## src/rtl/rmw_pkg.sv

```systemverilog
package rmw_pkg;
    localparam int NLANE  = 2;
    localparam int NCACHE = 2 * NLANE;

    typedef enum logic {
        OP_ADD   = 1'b0,
        OP_WRITE = 1'b1
    } op_e;
endpackage

```

## src/rtl/rmw_bank.sv

```systemverilog
module rmw_bank #(
    parameter int ADDR_W = 4,
    parameter int WORD_W = 17
) (
    input  logic              clk,
    input  logic              we,
    input  logic [ADDR_W-1:0] waddr,
    input  logic [WORD_W-1:0] wdata,
    input  logic [ADDR_W-1:0] raddr,
    output logic [WORD_W-1:0] rdata
);
    localparam int DEPTH = 1 << ADDR_W;

    logic [WORD_W-1:0] mem_q [DEPTH];
    logic [WORD_W-1:0] rdata_q;

    // old contents are returned when read and write hit the same edge
    always_ff @(posedge clk) begin
        if (we) begin
            mem_q[waddr] <= wdata;
        end
        rdata_q <= mem_q[raddr];
    end

    assign rdata = rdata_q;
endmodule

```

## src/rtl/rmw_fwd.sv

```systemverilog
module rmw_fwd #(
    parameter int ADDR_W = 4,
    parameter int DATA_W = 16,
    parameter int SELF   = 0
) (
    input  logic [ADDR_W-1:0]                         addr,
    input  logic [rmw_pkg::NCACHE-1:0]                c_vld,
    input  logic [rmw_pkg::NCACHE-1:0][ADDR_W-1:0]    c_addr,
    input  logic [rmw_pkg::NCACHE-1:0][DATA_W-1:0]    c_data,
    input  logic [rmw_pkg::NCACHE-1:0]                c_sel,
    input  logic [DATA_W-1:0]                         ram_data,
    input  logic                                      ram_sel_oth,
    output logic [DATA_W-1:0]                         data,
    output logic                                      sel_oth
);
    import rmw_pkg::*;

    // entry i belongs to lane i % NLANE; lower index is newer
    always_comb begin
        data    = ram_data;
        sel_oth = ram_sel_oth;
        for (int i = NCACHE - 1; i >= 0; i--) begin
            if (c_vld[i] && c_addr[i] == addr) begin
                data = c_data[i];
                if ((i % NLANE) != SELF) begin
                    sel_oth = c_sel[i];
                end
            end
        end
    end
endmodule

```

## src/rtl/rmw_pipe.sv

```systemverilog
module rmw_pipe #(
    parameter int ADDR_W = 4,
    parameter int DATA_W = 16
) (
    input  logic                          clk,
    input  logic                          rst_n,
    input  logic [1:0]                    req_vld,
    input  logic [1:0][ADDR_W-1:0]        req_addr,
    input  logic [1:0][DATA_W-1:0]        req_opnd,
    input  logic [1:0]                    req_op,
    output logic [1:0]                    res_vld,
    output logic [1:0][DATA_W-1:0]        res_data
);
    import rmw_pkg::*;

    localparam int WORD_W = DATA_W + 1;

    typedef struct packed {
        logic              vld;
        logic [ADDR_W-1:0] addr;
        logic [DATA_W-1:0] opnd;
        op_e               op;
    } rd_t;

    typedef struct packed {
        logic              vld;
        logic [ADDR_W-1:0] addr;
        logic [DATA_W-1:0] data;
        logic              sel;
    } ent_t;

    typedef struct packed {
        rd_t  [NLANE-1:0] s1;   // read issued, bank data arriving
        ent_t [NLANE-1:0] s2;   // word to be written on next edge
        ent_t [NLANE-1:0] wc;   // word written on the last edge
    } st_t;

    st_t st_d, st_q;

    logic [WORD_W-1:0] rd_word [NLANE][NLANE];   // [writer][reader]

    logic [NCACHE-1:0]             c_vld;
    logic [NCACHE-1:0][ADDR_W-1:0] c_addr;
    logic [NCACHE-1:0][DATA_W-1:0] c_data;
    logic [NCACHE-1:0]             c_sel;

    logic [NLANE-1:0][DATA_W-1:0]  new_data;
    logic [NLANE-1:0]              new_sel;

    always_comb begin
        for (int i = 0; i < NLANE; i++) begin
            c_vld[i]          = st_q.s2[i].vld;
            c_addr[i]         = st_q.s2[i].addr;
            c_data[i]         = st_q.s2[i].data;
            c_sel[i]          = st_q.s2[i].sel;
            c_vld[NLANE+i]    = st_q.wc[i].vld;
            c_addr[NLANE+i]   = st_q.wc[i].addr;
            c_data[NLANE+i]   = st_q.wc[i].data;
            c_sel[NLANE+i]    = st_q.wc[i].sel;
        end
    end

    for (genvar w = 0; w < NLANE; w++) begin : g_wr
        for (genvar r = 0; r < NLANE; r++) begin : g_rd
            rmw_bank #(
                .ADDR_W (ADDR_W),
                .WORD_W (WORD_W)
            ) u_bank (
                .clk   (clk),
                .we    (st_q.s2[w].vld),
                .waddr (st_q.s2[w].addr),
                .wdata ({st_q.s2[w].sel, st_q.s2[w].data}),
                .raddr (req_addr[r]),
                .rdata (rd_word[w][r])
            );
        end
    end

    for (genvar l = 0; l < NLANE; l++) begin : g_lane
        logic              mark0, mark1;
        logic [DATA_W-1:0] ram_old, old_data;
        logic              ram_sel_oth, sel_oth;

        assign mark0       = rd_word[0][l][DATA_W];
        assign mark1       = rd_word[1][l][DATA_W];
        // equal markers: writer 0 stored last; different: writer 1
        assign ram_old     = (mark0 == mark1) ? rd_word[0][l][DATA_W-1:0]
                                              : rd_word[1][l][DATA_W-1:0];
        assign ram_sel_oth = (l == 0) ? mark1 : mark0;

        rmw_fwd #(
            .ADDR_W (ADDR_W),
            .DATA_W (DATA_W),
            .SELF   (l)
        ) u_fwd (
            .addr        (st_q.s1[l].addr),
            .c_vld       (c_vld),
            .c_addr      (c_addr),
            .c_data      (c_data),
            .c_sel       (c_sel),
            .ram_data    (ram_old),
            .ram_sel_oth (ram_sel_oth),
            .data        (old_data),
            .sel_oth     (sel_oth)
        );

        assign new_data[l] = (st_q.s1[l].op == OP_WRITE) ? st_q.s1[l].opnd
                                                         : old_data + st_q.s1[l].opnd;
        assign new_sel[l]  = (l == 0) ? sel_oth : ~sel_oth;
    end

    always_comb begin
        st_d = st_q;
        for (int l = 0; l < NLANE; l++) begin
            st_d.s1[l].vld  = req_vld[l];
            st_d.s1[l].addr = req_addr[l];
            st_d.s1[l].opnd = req_opnd[l];
            st_d.s1[l].op   = op_e'(req_op[l]);
            st_d.s2[l].vld  = st_q.s1[l].vld;
            st_d.s2[l].addr = st_q.s1[l].addr;
            st_d.s2[l].data = new_data[l];
            st_d.s2[l].sel  = new_sel[l];
        end
        st_d.wc = st_q.s2;
    end

    always_ff @(posedge clk) begin
        if (!rst_n) begin
            st_q <= '0;
        end else begin
            st_q <= st_d;
        end
    end

    for (genvar l = 0; l < NLANE; l++) begin : g_out
        assign res_vld[l]  = st_q.s2[l].vld;
        assign res_data[l] = st_q.s2[l].data;
    end

    // ---------------- assertions ----------------
    logic [1:0] age_q;
    always_ff @(posedge clk) begin
        if (!rst_n) begin
            age_q <= '0;
        end else if (age_q != 2'd3) begin
            age_q <= age_q + 2'd1;
        end
    end

    assert_idle_after_reset_R1: assert property (@(posedge clk) disable iff (!rst_n)
        (age_q < 2'd2) |-> (res_vld == 2'b00));

    for (genvar l = 0; l < NLANE; l++) begin : g_chk
        assert_store_passes_operand_R3: assert property (@(posedge clk) disable iff (!rst_n)
            (age_q >= 2'd2 && $past(req_vld[l], 2) && $past(req_op[l], 2) == OP_WRITE)
            |-> (res_vld[l] && res_data[l] == $past(req_opnd[l], 2)));

        assert_no_result_when_idle_R9: assert property (@(posedge clk) disable iff (!rst_n)
            (age_q >= 2'd2 && !$past(req_vld[l], 2)) |-> !res_vld[l]);

        assert_back_to_back_same_lane_R6: assert property (@(posedge clk) disable iff (!rst_n)
            (age_q == 2'd3 && $past(req_vld[l], 2) && $past(req_vld[l], 3)
             && $past(req_addr[l], 2) == $past(req_addr[l], 3)
             && $past(req_op[l], 2) == OP_ADD)
            |-> (res_data[l] == $past(res_data[l]) + $past(req_opnd[l], 2)));
    end

    assert_cross_lane_follow_R5: assert property (@(posedge clk) disable iff (!rst_n)
        (age_q == 2'd3 && $past(req_vld[0], 3) && $past(req_vld[1], 2)
         && $past(req_addr[0], 3) == $past(req_addr[1], 2)
         && $past(req_op[1], 2) == OP_ADD)
        |-> (res_data[1] == $past(res_data[0]) + $past(req_opnd[1], 2)));
endmodule

```

## config.mk

```make
export PLATFORM = sky130hd
export DESIGN_NAME = rmw_pipe
export DESIGN_NICKNAME = d
export VERILOG_FILES = /design/src/rtl/rmw_pkg.sv /design/src/rtl/rmw_bank.sv /design/src/rtl/rmw_fwd.sv /design/src/rtl/rmw_pipe.sv
export SDC_FILE = /design/constraint.sdc
export NUM_CORES = 1
export LEC_CHECK = 0
export CAP_MARGIN = 20
export CORE_ASPECT_RATIO = 0.7
export CORE_MARGIN = 3
export CORE_UTILIZATION = 60
export CTS_CLUSTER_DIAMETER = 120
export DETAILED_ROUTE_END_ITERATION = 12
export DONT_BUFFER_PORTS = 1
export PLACE_DENSITY = 0.83
export SETUP_SLACK_MARGIN = 0.15
export SYNTH_ARGS = -nofsm -noshare
export SYNTH_HDL_FRONTEND = slang
export SYNTH_SLANG_ARGS = --single-unit
```

## constraint.sdc

```tcl
create_clock -name clk -period 7.7 [get_ports clk]
set_clock_uncertainty 0.1 [all_clocks]
set_input_delay 1.54 -clock clk [delete_from_list [all_inputs] [get_ports clk]]
set_output_delay 1.54 -clock clk [all_outputs]
set_load 0.03 [all_outputs]
```

Yosys cells after proc, flatten, opt, wreduce, memory -nomap -nowiden
Memory sizes are Yosys's and may differ from the RTL's. A register that Yosys moved wholly into a read port is not among the register bits.
Cells that the tools add are included.
{"block": "word_totals", "regBits": 132, "ramBits": 1088, "input_bits": 46, "out_inout_bits": 34, "mem_count": 4}
{"memory": "g_wr[0].g_rd[0].u_bank.mem_q", "words": 16, "word_bits": 17, "read_ports": 1, "rd_clocked_by_memory_dff": 1, "write_ports": 1, "line": "rmw_bank.sv:14", "rtl": "logic [WORD_W-1:0] mem_q [DEPTH];"}
{"memory": "g_wr[0].g_rd[1].u_bank.mem_q", "words": 16, "word_bits": 17, "read_ports": 1, "rd_clocked_by_memory_dff": 1, "write_ports": 1, "line": "rmw_bank.sv:14"}
{"memory": "g_wr[1].g_rd[0].u_bank.mem_q", "words": 16, "word_bits": 17, "read_ports": 1, "rd_clocked_by_memory_dff": 1, "write_ports": 1, "line": "rmw_bank.sv:14"}
{"memory": "g_wr[1].g_rd[1].u_bank.mem_q", "words": 16, "word_bits": 17, "read_ports": 1, "rd_clocked_by_memory_dff": 1, "write_ports": 1, "line": "rmw_bank.sv:14"}
{"block": "op_classes", "add_sub_neg": 2, "eq_ne": 10, "n_mux": 20, "bitwise_logic": 1, "reduce_logical": 8}
{"operator": "16-bit 2-to-1 mux", "n": 12}
{"operator": "16-bit adder", "n": 2}
{"operator": "4-bit equality test", "n": 8}
{"operator": "1-bit logical AND", "n": 8}
{"operator": "1-bit 2-to-1 mux", "n": 8}
{"operator": "1-bit equality test", "n": 2}
{"operator": "1-bit NOT", "n": 1}

Depth between registers and ports, before layout
Gate-level depths: netlist of run 1.
{"block": "logic_depth", "word_depth": 8, "depth_mapped": 18, "mapped_depth_nobuf": 16}

By module
From an unflattened synthesis of run 1, not the netlist that was laid out.
{"block": "unflattened", "cells_unflattened": 2762, "hier_area_um2": 50657.3}
{"module": "rmw_bank", "instances": 4, "cells_per_inst": 458, "area_each_um2": 10637.7}
{"module": "rmw_pipe", "instances": 1, "cells_per_inst": 598, "area_each_um2": 5890.6}
{"module": "rmw_fwd (g_lane[1].u_fwd)", "instances": 1, "cells_per_inst": 178, "area_each_um2": 1128.6}
{"module": "rmw_fwd (g_lane[0].u_fwd)", "instances": 1, "cells_per_inst": 154, "area_each_um2": 1087.3}

Worst setup path after synthesis of run 1
Ideal clock, no wire load.
{"block": "synth_path", "path_type": "register to register", "startpoint": "reg st_q, in the netlist st_d[64]", "endpoint": "reg st_q, in the netlist res_data[14]", "setup_time_ps": 114, "t_arrival_ps": 3855, "t_required_ps": 7486, "path_slack_ps": 3631, "stages_incl_launch_ff": 18, "path_buffers": 2, "period_less_slack_ps": 4069, "path_cell_list": "dfxtp_1 clkbuf_1 xor2_1 nor4_4 nand2_2 buf_6 mux2_4 mux2i_1 o21ai_1 mux2_2 ha_1 fa_1 a21o_1 a21oi_1 o211ai_1 a41oi_1 o21ai_0 a2111oi_0"}
{"block": "synth_between", "elab_chain_cells": 8, "elab_cells_between_ends": 14, "classes_between": "add/sub (1); eq/ne (4); mux (5); reduce/logical (4)"}
{"element": "start: declaration", "line": "rmw_pipe.sv:38", "rtl": "st_t st_d, st_q;"}
{"element": "start signal: assignment", "line": "rmw_pipe.sv:131", "rtl": "st_q <= st_d;"}
{"element": "4-bit equality test", "line": "rmw_fwd.sv:23", "rtl": "if (c_vld[i] && c_addr[i] == addr) begin"}
{"element": "1-bit logical AND", "line": "rmw_fwd.sv:23"}
{"element": "16-bit 2-to-1 mux (3 in series)", "line": "rmw_fwd.sv:23"}
{"element": "16-bit 2-to-1 mux *", "line": "rmw_fwd.sv:23"}
{"element": "16-bit adder *", "line": "rmw_pipe.sv:108", "rtl": ": old_data + st_q.s1[l].opnd;"}
{"element": "16-bit 2-to-1 mux *", "line": "rmw_pipe.sv:107", "rtl": "assign new_data[l] = (st_q.s1[l].op == OP_WRITE) ? st_q.s1[l].opnd"}
Mark *: on every way between the ends. The rest lies on a longest branch, timed or not.
A chain may end at the register's enable or synchronous reset.

Worst setup path after layout of run 1
{"block": "layout_path", "startpoint": "reg st_q, in the netlist st_d[63]", "endpoint": "reg st_q, in the netlist res_data[14]"}
The elaborated chain is that of the path after synthesis.

==> reports/qor.yml, run 1 <==
synthMuxAreaShare_pct: 27.1
max_freq_mhz: 208
crit_start: "st_d[63]"
nFillCells: 3601
relSlewSlack_pct: 20.5
crit_chain: "xor2_1 > nor4_4 > nand2_2 > mux2_4 > mux2i_1 > o21ai_1 > mux2_2 > ha_1 > fa_1 > a21o_1 > a21oi_1 > o211ai_1 > a41oi_1 > o21ai_0 > a2111oi_0"
switching_power_mw: 2.32
sw_frac_of_total_pct: 24.9
cap_violations: 0
yosysTopAreaCellShare_pct: 48.3
fin_crit_sh_pct: 62.5
post-cts-setup-buffers: 0
gp_routability_congestion: 0.895
clock_path_buffers: 3
grt_pass1_vias: 19300
synth_xor_area_share_pct: 1.47
clock_latency_ps: 630
h-tree-depth: 3
worst_hold_slack_ps: 352
hold_class: "flop to flop"
diodes: 0
hpwl_um: 52300
grt_usage_pct: 30.0
p_per_area_nw_per_um2: 254
rsz0062_at_grt: "no"
die_area_um2: 59300
final_util_pct: 66.2
drtIter0Drc: 2787
internal_power_mw: 7.00
core_um2: 55500
postRouteAntennaNets: 0
final_cell_mix: "544 x edfxtp_1, 340 x mux4_2, 200 x dfxtp_1, 115 x and2_1, 69 x clkbuf_16"
grt_max_degree: 142
cp_max_fo: 17
rrSetupSlack_ps: 2880
port_buffers: 0
synth_edf_count: 544
dp.cells: 2554
synth_fa_ha_area_share_pct: 1.38
layoutNonFillerInstCount: 2680
async_flop_share_pct: 0
root_buffer: "clkbuf_16"
yosysSeqAreaShare_pct: 60.1
syn_inst: 1927
avgSynthCellArea_um2: 17.6
min_period_ps: 4820
total_power_mw: 9.32
fin_nets: 1968
r2r-start: "st_d[63]"
setup_violations: 0
crit_arrival_ps: 5200
globalRouteOverflowTotal: 0
yosysUniqueCellTypes: 59
synthSimpleGateAreaFrac_pct: 4.96
worst_slew_pin_slew_ps: 1190
synthTopCellsByArea: "edfxtp_1 48%, mux4_2 23%, dfxtp_1 12%, mux2_2 2.1%, and2_1 2.1%"
ys_warn_count: 0
routed_wl_um: 87600
cts_hold_buf: 0
syn-num-nets: 2009
antenna_found_initial: 3
ir_drop_mv: 0.237
syn_area_um2: 33800
fp.dieH_um: 205
critPathMaxStageDelay_ps: 450
power_frac_clock_pct: 36.6
initial_utilization_pct: 61.0
fp-row-count: 72
synth_top_family_by_area: "multiplexers"
drive_gt1_share_pct: 32.0
rr_endpoint: "res_data[14]"
hold_viol: 0
cts_sinks: 744
leakage_nw: 12.6
setup_tns_ps: 0
worstSetupStartpointType: "flop"
comb_power_share_pct: 11.4
cts_tree: "yes"
grt_pass1_wl_um: 129000
required_ps: 8080
syn_to_final_growth_pct: 8.51
via_count: 18800
numCtsBuffers: 69
io-pin-count: 80
synth_top_area_cell: "edfxtp_1"
crit_slowest_cell: "dfxtp_1"
synth-compound-area-share_pct: 2.54
status: "finished clean"
wl_per_cell_um: 32.7
via_per_inst: 7.03
crit_end: "res_data[14]"
worstRegToRegCells: 15
end_kind: "flop"
drt-pass1-iter-count: 5
ys_seq_elements: 744
die_w_um: 290
clk_pin_slew_ps: 60
seqPwrFrac_pct: 52.0
crit_type: "flop to flop"
slew_violations: 0
synthFlopType: "edfxtp_1"
cts_resized: 0
final_common_cell: "edfxtp_1"
drc: 0
min-delay-start: "st_q[104]"
-- worst min-delay path by stage --
stage | to | slack, ps | depth (start not counted)
2_1_floorplan | res_vld[0] | 310 | 1
3_3_place_gp | res_vld[1] | 320 | 1
3_5_place_dp | res_data[15] | 340 | 2
4_1_cts | res_data[15] | 350 | 2
5_1_grt | res_data[15] | 360 | 2
6_report | res_data[15] | 350 | 2
-- final cells by class --
cell class,instances,area (um^2),share of cell area (%)
Clock buffer,90,1850,5.03
Clock inverter,35,377,1.03
Inverter,6,22.5,0.0613
Multi-Input combinational cell,1011,12800,34.8
Sequential cell,744,20300,55.4
Tap cell,740,926,2.52
Timing Repair Buffer,54,433,1.18
-- registers in the layout, summed over array words and instances, names as in the netlist --
name,flops
res_data,32
c_sel,4
c_vld,2
c_data,32
st_q,34
st_d,10
g_wr.g_rd.u_bank.rdata,68
res_vld,2
g_wr.g_rd.u_bank.mem_q,544
c_addr,16
-- layer usage --
layer / share of wire [%] / GRT usage, % / up-vias
met3: 14 / 9.14 / 204
met1: 37 / 42.3 / 9679
met2: 46 / 45.5 / 1342
met5: 0.029 / 0 / -
met4: 3.5 / 9.69 / 4
li1: - / - / 7609
-- Yosys cell counts (24+ instances only) --
cell type  count
edfxtp_1     544
mux4_2       340
dfxtp_1      200
and2_1       115
clkbuf_1      81
nand2_1       67
mux2_2        64
nor2_1        44
mux2i_1       43
o21ai_0       39
buf_4         34
ha_1          34
o21ai_1       31
xor2_1        29
xnor2_1       26
buf_1         24
-- logic make-up (layout without fill, tap and decap cells) --
group / after synthesis / after routing
muxes: 473 / 473
and+or+nand+nor: 306 / 306
adders and majority gates: 36 / 36
AOI/OAI and AO/OA: 140 / 140
DFF: 744 / 744
buffers and inverters: 172 / 185
xor gates and xnor gates: 56 / 56
-- through the flow --
step / instance area, um^2 / setup slack (ps)
floorplan: 33800 / 3630
global placement: 34500 / 3060
detailed placement: 34500 / 3000
CTS: 36700 / 2940
global route: 36700 / 2600
finish: 36700 / 2880
-- power by group through the flow --
stage	Combinational (mW)	Clock, mW	Sequential, mW
2_1_floorplan	0.901	0	4.78
3_3_place_gp	0.984	0	4.91
3_5_place_dp	1.02	0	4.92
4_1_cts	1.03	3.45	4.84
5_1_grt	1.13	3.60	4.85
6_report	1.06	3.41	4.84
-- critical path, delay by kind of cell (launching register included) --
| kind | cells | cell delay [ps] |
|---|---|---|
| compound gates | 7 | 1730 |
| mux | 3 | 830 |
| simple gates | 2 | 750 |
| fa+ha+maj | 2 | 670 |
| flops | 1 | 450 |
| xor+xnor | 1 | 150 |
No activity file was read; power rests on OpenSTA's default activity.
==> run 2: changes to the inputs <==
--- a/config.mk
+++ b/config.mk
@@ -8,7 +8,7 @@
 export CAP_MARGIN = 20
 export CORE_ASPECT_RATIO = 0.7
 export CORE_MARGIN = 3
-export CORE_UTILIZATION = 60
+export CORE_UTILIZATION = 58
 export CTS_CLUSTER_DIAMETER = 120
 export DETAILED_ROUTE_END_ITERATION = 12
 export DONT_BUFFER_PORTS = 1
==> constraint.sdc (replaced) <==
create_clock -name clk -period 4.3 [get_ports clk]
set_clock_uncertainty 0.1 [all_clocks]
set_input_delay 0.86 -clock clk [delete_from_list [all_inputs] [get_ports clk]]
set_output_delay 0.86 -clock clk [all_outputs]
set_load 0.03 [all_outputs]
==> reports/qor.yml, run 2 (synthesized netlist as in run 1, its figures left out) <==
total_power_mw: 17.3
drc: 0
crit_chain: "xor2_4 > buf_4 > buf_6 > mux2_2 > mux2_2 > mux2i_1 > o21ai_1 > mux2_2 > ha_1 > o21ai_0 > o21ai_1 > a211o_1 > a41oi_2 > or3_1 > mux2i_1 > mux2i_1"
max_freq_mhz: 242
largest_register: "g_wr.g_rd.u_bank.mem_q"
clock_latency_ps: 630
port_buffers: 0
hold_viol: 0
grt_pass1_vias: 19300
via_per_inst: 7.02
ir_drop_mv: 0.378
drt-pass1-iter-count: 6
fin_crit_sh_pct: 96.0
final_common_cell: "edfxtp_1"
rsz0062_at_grt: "yes"
drive_gt1_share_pct: 35.3
crit_arrival_ps: 4570
cp_max_fo: 8
grt_usage_pct: 30.0
postRouteAntennaNets: 0
fin_nets: 2006
initial_utilization_pct: 59.1
final_util_pct: 65.4
hold_class: "input port to flop"
fp.dieH_um: 208
via_count: 19200
layout_setup_ws_ps: 174
worstSetupStartpointType: "flop"
crit_buf_inv: 2
die_w_um: 295
relSlewSlack_pct: 27.8
critPathTopFamily: "multiplexers"
die_area_um2: 61300
worst_slew_pin_slew_ps: 1080
crit_slowest_cell: "ha_1"
drtIter0Drc: 2717
status: "finished clean"
cap_violations: 0
regArea_um2: 20300
antenna_found_initial: 4
crit_type: "flop to flop"
gp_routability_congestion: 0.902
numCtsBuffers: 68
wl_per_cell_um: 33.2
core_um2: 57300
worstRegToRegCells: 16
p_per_area_nw_per_um2: 462
met1_usage_pct: 43.1
min-delay-start: "req_opnd[31]"
cts_tree: "yes"
globalRouteOverflowTotal: 0
grt_busiest_layer: "met2"
nFillCells: 3604
grt_max_degree: 142
clk_pin_slew_ps: 60
slew_violations: 0
setup_tns_ps: 0
layoutNonFillerInstCount: 2729
met2_usage_pct: 44.3
rr_endpoint: "res_data[15]"
h-tree-depth: 3
leakage_nw: 12.9
hold_depth: 1
dp.cells: 2594
routed_wl_um: 90600
multi_input_area_um2: 13000
final_cell_mix: "544 x edfxtp_1, 340 x mux4_2, 195 x dfxtp_1, 115 x and2_1, 90 x buf_4"
fp-row-count: 73
holdPathEnd: "st_q[126]"
setup_violations: 0
largest_reg_flops: 544
io-pin-count: 80
required_ps: 4740
syn_to_final_growth_pct: 10.7
clock_path_buffers: 3
min_period_ps: 4130
post-place-ws_ps: -185
rrSetupSlack_ps: 170
cts_sinks: 744
end_kind: "flop"
use_met3_pct: 9.87
r2r-start: "g_wr[1].g_rd[0].u_bank.rdata[16]"
grt_pass1_wl_um: 133000
critPathMaxStageDelay_ps: 420
root_buffer: "clkbuf_16"
cts_hold_buf: 0
hpwl_um: 52900
[run 2: cell count changes in the layout (fill, tap and decap cells not counted), moves of 5 or more]
cell and delta:
nor2_4 +7, a211oi_1 -5, clkinv_1 -5, ha_1 -8, dfxtp_1 -5, buf_4 +38, nor2_2 -7, clkbuf_16 +5
ha_4 +5
[run 2: area by class of cell]
type | count | area share, %
Multi-Input combinational cell | 1011 | 34.7
Tap cell | 750 | 2.50
Antenna cell | 1 | 0.00668
Inverter | 6 | 0.0601
Timing Repair Buffer | 93 | 1.92
Sequential cell | 744 | 54.3
Clock inverter | 27 | 1.11
Clock buffer | 97 | 5.39
[run 2: worst register-to-register path, cell delays in order, from the launching register on]
cell and delay [ps]:
dfxtp_4 400, xor2_4 260, buf_4 190, buf_6 160, mux2_2 340, mux2_2 260, mux2i_1 160, o21ai_1 100
mux2_2 290, ha_1 420, o21ai_0 190, o21ai_1 240, a211o_1 180, a41oi_2 40, or3_1 360, mux2i_1 170
mux2i_1 200
[run 2: timing repair]
action | 4_1_cts | 5_1_grt
resized for setup | 8 | 36
endpoints found under the hold margin | 0 | 0
pin swaps | 2 | 11
setup buffers | 2 | 8
endpoints found under the setup margin | 9 | 11
[run 2: worst max-delay path by stage]
stage / from / to / slack, ps / cells past startpoint
floorplan: st_d[64] / res_data[14] / 230 / 17
global placement: g_wr[1].g_rd[0].u_bank.rdata[16] / res_data[15] / -90 / 15
detailed placement: g_wr[1].g_rd[0].u_bank.rdata[16] / res_data[15] / -180 / 15
CTS: st_d[83] / res_data[28] / 170 / 16
global route: g_wr[1].g_rd[0].u_bank.rdata[16] / res_data[15] / 60 / 16
finish: g_wr[1].g_rd[0].u_bank.rdata[16] / res_data[15] / 170 / 16
[run 2: routing by layer]
metal	up-vias	part of all wire, %
met5	-	0
met4	0	3.0
met3	190	14
met2	1442	46
met1	9837	37
li1	7690	-
[run 2: metrics by stage]
stage / area [um^2] / hold slack (ps)
final: 37500 / 266
after global routing: 37500 / 251
after CTS: 37200 / 240
after detailed placement: 34700 / 328
after global placement: 34700 / 317
after floorplan: 33800 / 312
[run 2: power by group]
group | switching [mW] | internal (mW) | leakage [nW] | total, mW
Sequential | 0.295 | 8.17 | 6.65 | 8.47
Combinational | 1.27 | 1.04 | 5.05 | 2.31
Clock | 2.74 | 3.80 | 1.18 | 6.54
